**config.mk**
```make
export PLATFORM = sky130hd
export DESIGN_NAME = sck_divgen
export DESIGN_NICKNAME = d
export VERILOG_FILES = /design/src/rtl/sckdiv_pkg.sv /design/src/rtl/sckdiv_term_calc.sv /design/src/rtl/sckdiv_half_cnt.sv /design/src/rtl/sckdiv_edge_gen.sv /design/src/rtl/sck_divgen.sv
export SDC_FILE = /design/constraint.sdc
export NUM_CORES = 1
export LEC_CHECK = 0
export BUFFER_PORTS_ARGS = -buffer_cell sky130_fd_sc_hd__buf_2
export CORE_MARGIN = 5
export CORE_UTILIZATION = 62
export CTS_CLUSTER_SIZE = 30
export DETAILED_ROUTE_END_ITERATION = 8
export PLACE_DENSITY = 0.86
export SLEW_MARGIN = 10
export SYNTH_ARGS = -nofsm -noshare
export SYNTH_HDL_FRONTEND = slang
export SYNTH_SLANG_ARGS = --single-unit
```
**constraint.sdc**
```tcl
create_clock -name clk_i -period 5.5 [get_ports clk_i]
set_input_delay 1.1 -clock clk_i [delete_from_list [all_inputs] [get_ports clk_i]]
set_output_delay 1.1 -clock clk_i [all_outputs]
set_load 0.05 [all_outputs]
```
**src/rtl/sckdiv_pkg.sv**
```systemverilog
package sckdiv_pkg;
  localparam int LIN_W  = 8;
  localparam int EXP_W  = 4;
  localparam int CTRL_W = LIN_W + EXP_W + 1;
  localparam int EXP_SPAN = 1 << EXP_W;
  // half-period terminal count must hold 2^(2^EXP_W - 1) - 1 and 2^LIN_W - 1
  localparam int CNT_W  = (LIN_W > EXP_SPAN) ? LIN_W : EXP_SPAN;

  typedef struct packed {
    logic             lin_sel;
    logic [EXP_W-1:0] exp_n;
    logic [LIN_W-1:0] lin_n;
  } div_cfg_t;
endpackage

```
**src/rtl/sckdiv_term_calc.sv**
```systemverilog
module sckdiv_term_calc
  import sckdiv_pkg::*;
(
  input  div_cfg_t         cfg_i,
  output logic [CNT_W-1:0] term_o
);
  logic [CNT_W-1:0] exp_mask;

  // 2^n - 1 as a thermometer mask of n ones
  for (genvar i = 0; i < CNT_W; i++) begin : g_mask
    assign exp_mask[i] = (32'(cfg_i.exp_n) > 32'(i));
  end

  assign term_o = cfg_i.lin_sel ? CNT_W'(cfg_i.lin_n) : exp_mask;
endmodule

```
**src/rtl/sckdiv_half_cnt.sv**
```systemverilog
module sckdiv_half_cnt
  import sckdiv_pkg::*;
(
  input  logic             clk_i,
  input  logic             rst_ni,
  input  logic             run_i,
  input  logic [CNT_W-1:0] term_i,
  output logic             tick_o
);
  logic [CNT_W-1:0] cnt_q;

  assign tick_o = run_i && (cnt_q == term_i);

  always_ff @(posedge clk_i or negedge rst_ni) begin
    if (!rst_ni)            cnt_q <= '0;
    else if (!run_i || tick_o) cnt_q <= '0;
    else                    cnt_q <= cnt_q + 1'b1;
  end

  assert_cnt_bound_R5: assert property (@(posedge clk_i) disable iff (!rst_ni)
    cnt_q <= term_i);

  assert_idle_zero_R3: assert property (@(posedge clk_i) disable iff (!rst_ni)
    !run_i |=> cnt_q == '0);
endmodule

```
**src/rtl/sckdiv_edge_gen.sv**
```systemverilog
module sckdiv_edge_gen (
  input  logic clk_i,
  input  logic rst_ni,
  input  logic run_i,
  input  logic cpol_i,
  input  logic tick_i,
  output logic sck_o,
  output logic lead_o,
  output logic trail_o
);
  always_ff @(posedge clk_i or negedge rst_ni) begin
    if (!rst_ni) begin
      sck_o   <= 1'b0;
      lead_o  <= 1'b0;
      trail_o <= 1'b0;
    end else if (!run_i) begin
      sck_o   <= cpol_i;
      lead_o  <= 1'b0;
      trail_o <= 1'b0;
    end else begin
      lead_o  <= tick_i && (sck_o == cpol_i);
      trail_o <= tick_i && (sck_o != cpol_i);
      if (tick_i) sck_o <= ~sck_o;
    end
  end

  assert_idle_level_R3: assert property (@(posedge clk_i) disable iff (!rst_ni)
    !run_i |=> (sck_o == $past(cpol_i)) && !lead_o && !trail_o);

  assert_strobe_excl_R6: assert property (@(posedge clk_i) disable iff (!rst_ni)
    !(lead_o && trail_o));

  assert_lead_moves_R6: assert property (@(posedge clk_i) disable iff (!rst_ni)
    (lead_o || trail_o) |-> sck_o != $past(sck_o));
endmodule

```
**src/rtl/sck_divgen.sv**
```systemverilog
module sck_divgen
  import sckdiv_pkg::*;
(
  input  logic              clk_i,
  input  logic              rst_ni,
  input  logic              run_i,
  input  logic              cpol_i,
  input  logic [CTRL_W-1:0] ctrl_word_i,
  output logic              sck_o,
  output logic              lead_o,
  output logic              trail_o
);
  div_cfg_t         cfg_q;
  logic [CNT_W-1:0] term;
  logic             tick;

  // new coefficients only between half-periods
  always_ff @(posedge clk_i or negedge rst_ni) begin
    if (!rst_ni)              cfg_q <= '0;
    else if (!run_i || tick)  cfg_q <= div_cfg_t'(ctrl_word_i);
  end

  sckdiv_term_calc u_term (
    .cfg_i  (cfg_q),
    .term_o (term)
  );

  sckdiv_half_cnt u_cnt (
    .clk_i  (clk_i),
    .rst_ni (rst_ni),
    .run_i  (run_i),
    .term_i (term),
    .tick_o (tick)
  );

  sckdiv_edge_gen u_edge (
    .clk_i   (clk_i),
    .rst_ni  (rst_ni),
    .run_i   (run_i),
    .cpol_i  (cpol_i),
    .tick_i  (tick),
    .sck_o   (sck_o),
    .lead_o  (lead_o),
    .trail_o (trail_o)
  );

  assert_cfg_hold_R5: assert property (@(posedge clk_i) disable iff (!rst_ni)
    (run_i && !tick) |=> $stable(cfg_q));
endmodule

```
==> impl_metrics.csv <==
group,metric,value,unit
place,hpwl,2.76,mm
timing,rsz0062_at_grt,"no",
synthesis,syn_nets,204,
timing,fin_skew,0.00410,ns
global_route,antenna_found_initial,0,
clock_tree,cts_tree,"yes",
timing,fin_crit_sh,48.9,%
synthesis,async_flop_share,100,%
die,rows,19,
clock_tree,cts.sinks,32,
die,initial_core_util,64.9,%
die,die_w,63.9,um
setup_path,reg2reg_setup_slack,2.81,ns
global_route,grt_pass1_vias,1413,
finish,drive_gt1_share,14.5,%
synthesis,synth-edff-count,0,
place,gp_congestion,0.850,
routing,vias_per_cell,6.10,
synthesis,yosys-top-cells-area,"dfrtp_1 (44%), mux2_1 (8.1%), xnor2_1 (6.3%)",
synthesis,ys_warn_count,0,
finish,final_util,69.7,%
routing,wire_per_inst,16.2,um
finish,fillers,211,
routing,vias,1410,
finish,antenna_cells,0,
global_route,grt_max_degree,33,
global_route,overflow,0,
synthesis,synthDominantCellAreaShare,44.4,%
clock_tree,clkTransAtPathRegs,0.09,ns
status,status,"complete, no violations",
synthesis,synth_commonest_cells,"dfrtp_1 (32), nor2_1 (25), mux2_1 (13), xnor2_1 (13), xor2_1 (12)",
routing,firstDrtPassIters,4,
pwr,power,0.475,mW
setup_path,crit_fanout,29,
die,die_height,63.9,um
clock_tree,clock_latency,0.33,ns
finish,layout.area.seq,801,um^2
clock_tree,numCtsBuffers,5,
setup_path,cp_slowest_cell,"or4_1",
finish,layout.nets,217,
synthesis,synthFlopType,"dfrtp_1",
setup_path,reg2reg_depth,7,
timing,fmax,0.372,GHz
die,die-area,0.00409,mm^2
timing,hold_slack,0.514,ns
setup_path,crit_type,"register to register",
clock_tree,cts_max_level,2,
timing,drv_slew,0,
pwr,peakVddDrop,0.208,mV
pwr,p_leak,0.818,nW
routing,drtAntennaViolNets,0,
hold_path,worstHoldPathType,"register to register",
die,ios,20,
synthesis,yosysMostFrequentCell,"dfrtp_1",
timing,slew-limit-headroom,55.2,%
clock_tree,clock_path_buffers,2,
synthesis,ys_types,42,
finish,multi_input_area,907,um^2
setup_path,startpoint,"cfg_q[9]",
setup_path,max_stage_delay,0.56,ns
pwr,power.density,245,mW/mm^2
setup_path,timing.rr.start,"cfg_q[9]",
synthesis,synth_seq_cells,32,
synthesis,synth.avg_cell_area,9.70,um^2
clock_tree,cts_hold_buf,0,
clock_tree,root_buffer,"clkbuf_4",
synthesis,yosys.area.top_type,"dfrtp_1",
die,core_area,0.00278,mm^2
global_route,grt_pass1_wl,6.57,mm
synthesis,synth_cells,186,
setup_path,crit_arrival,2.91,ns
routing,route.detailed.drc,0,
place,io_buffer_count,19,
setup_path,timing.rr.end,"cfg_q[4]",
setup_path,critPathCaptureType,"register",
hold_path,whs_path_depth,1,
global_route,grt_use_total,20.4,%
timing,setup_tns,0,ns
timing,setup_viol,0,
setup_path,startpoint_type,"register",
clock_tree,post_cts_buffers,0,
synthesis,yosysSeqAreaShare,44.4,%
finish,syn_to_final_growth,7.42,%
place,dpl_worst_slack,2.84,ns
timing,hold_violations,0,
clock_tree,cts-resized-gates,0,
flow_run,cap_violations,0,
routing,drtIter0Drc,77,
timing,worst_pin_slew,0.672,ns
synthesis,syn_area,0.00180,mm^2
routing,drt_wl_total,3.75,mm
setup_path,path_cells,"or4_1 -> o21ai_1 -> xnor2_1 -> a2111o_1 -> o21ai_2 -> buf_4 -> mux2_1",
setup_path,crit_path_end,"cfg_q[4]",
timing,final.min_clock_period,2.69,ns
setup_path,required,5.71,ns
timing,setup_ws,2.81,ns
per-stage QoR:
step	cell area (um^2)	cells
floorplan	1800	186
global placement	1880	223
detailed placement	1880	223
CTS	1940	231
global route	1940	231
finish	1940	231
flip-flops by register name (all words and copies together), names as in the netlist:
signal and flops:
u_edge.sck_o 1, u_cnt.cnt_q 16, u_edge.lead_o 1, u_edge.trail_o 1, cfg_q 13
area by class of cell:
cell class                      count  share of cell area, %
Timing Repair Buffer               20                   5.29
Inverter                            8                   1.55
Tap cell                           31                   2.00
Multi-Input combinational cell    132                   46.8
Clock buffer                        8                   3.03
Sequential cell                    32                   41.3
cells by family (layout without fill, tap and decap cells):
group	count (synthesis)	in the layout	share of synthesized area, %
simple gates	64	64	17.2
buf+inv	22	36	5.55
flops	32	32	44.4
mux	14	14	8.67
fa+ha+maj	1	1	0.693
compound gates	28	28	11.4
xor+xnor	25	25	12.1
how the worst min path moves through the flow:
stage,start,slack [ns],end
2_1_floorplan,cfg_q[7],0.46,cfg_q[7]
3_3_place_gp,cfg_q[7],0.47,cfg_q[7]
3_5_place_dp,cfg_q[1],0.50,cfg_q[1]
4_1_cts,cfg_q[1],0.52,cfg_q[1]
5_1_grt,cfg_q[1],0.54,cfg_q[1]
6_report,cfg_q[1],0.51,cfg_q[1]
layout by cell type, fill, tap and decap left out, types with 2 or more instances in the layout:
| master | count |
|---|---|
| dfrtp_1 | 32 |
| clkbuf_1 | 2 |
| inv_1 | 8 |
| or3_1 | 2 |
| xnor2_1 | 13 |
| nand2b_1 | 3 |
| or4_1 | 2 |
| nand2_1 | 11 |
| a31oi_1 | 2 |
| nor2b_1 | 2 |
| o21ai_0 | 6 |
| nor3_1 | 3 |
| xor2_1 | 12 |
| clkbuf_4 | 5 |
| mux2_1 | 13 |
| o2111ai_1 | 3 |
| buf_2 | 19 |
| a21oi_1 | 2 |
| nand4b_1 | 2 |
| nand4_1 | 4 |
| nand3_1 | 6 |
| nor2_1 | 25 |
power breakdown:
part	switching (mW)	internal, mW
clock network	0.0751	0.0630
logic	0.0351	0.0342
registers	0.0206	0.247
worst max-delay path: cells and delay by family, from the launching register on:
kind / cells / cell delay, ns
buf+inv: 1 / 0.32
flops: 1 / 0.54
mux: 1 / 0.37
xor+xnor: 1 / 0.08
simple gates: 1 / 0.56
compound gates: 3 / 0.68
layer usage:
layer	global-route usage [%]	share of wire, %
met1	26.0	42
met2	32.9	51
met3	5.60	4.9
met4	7.79	1.9
met5	0	0
Power figures use the tool's default switching activity.
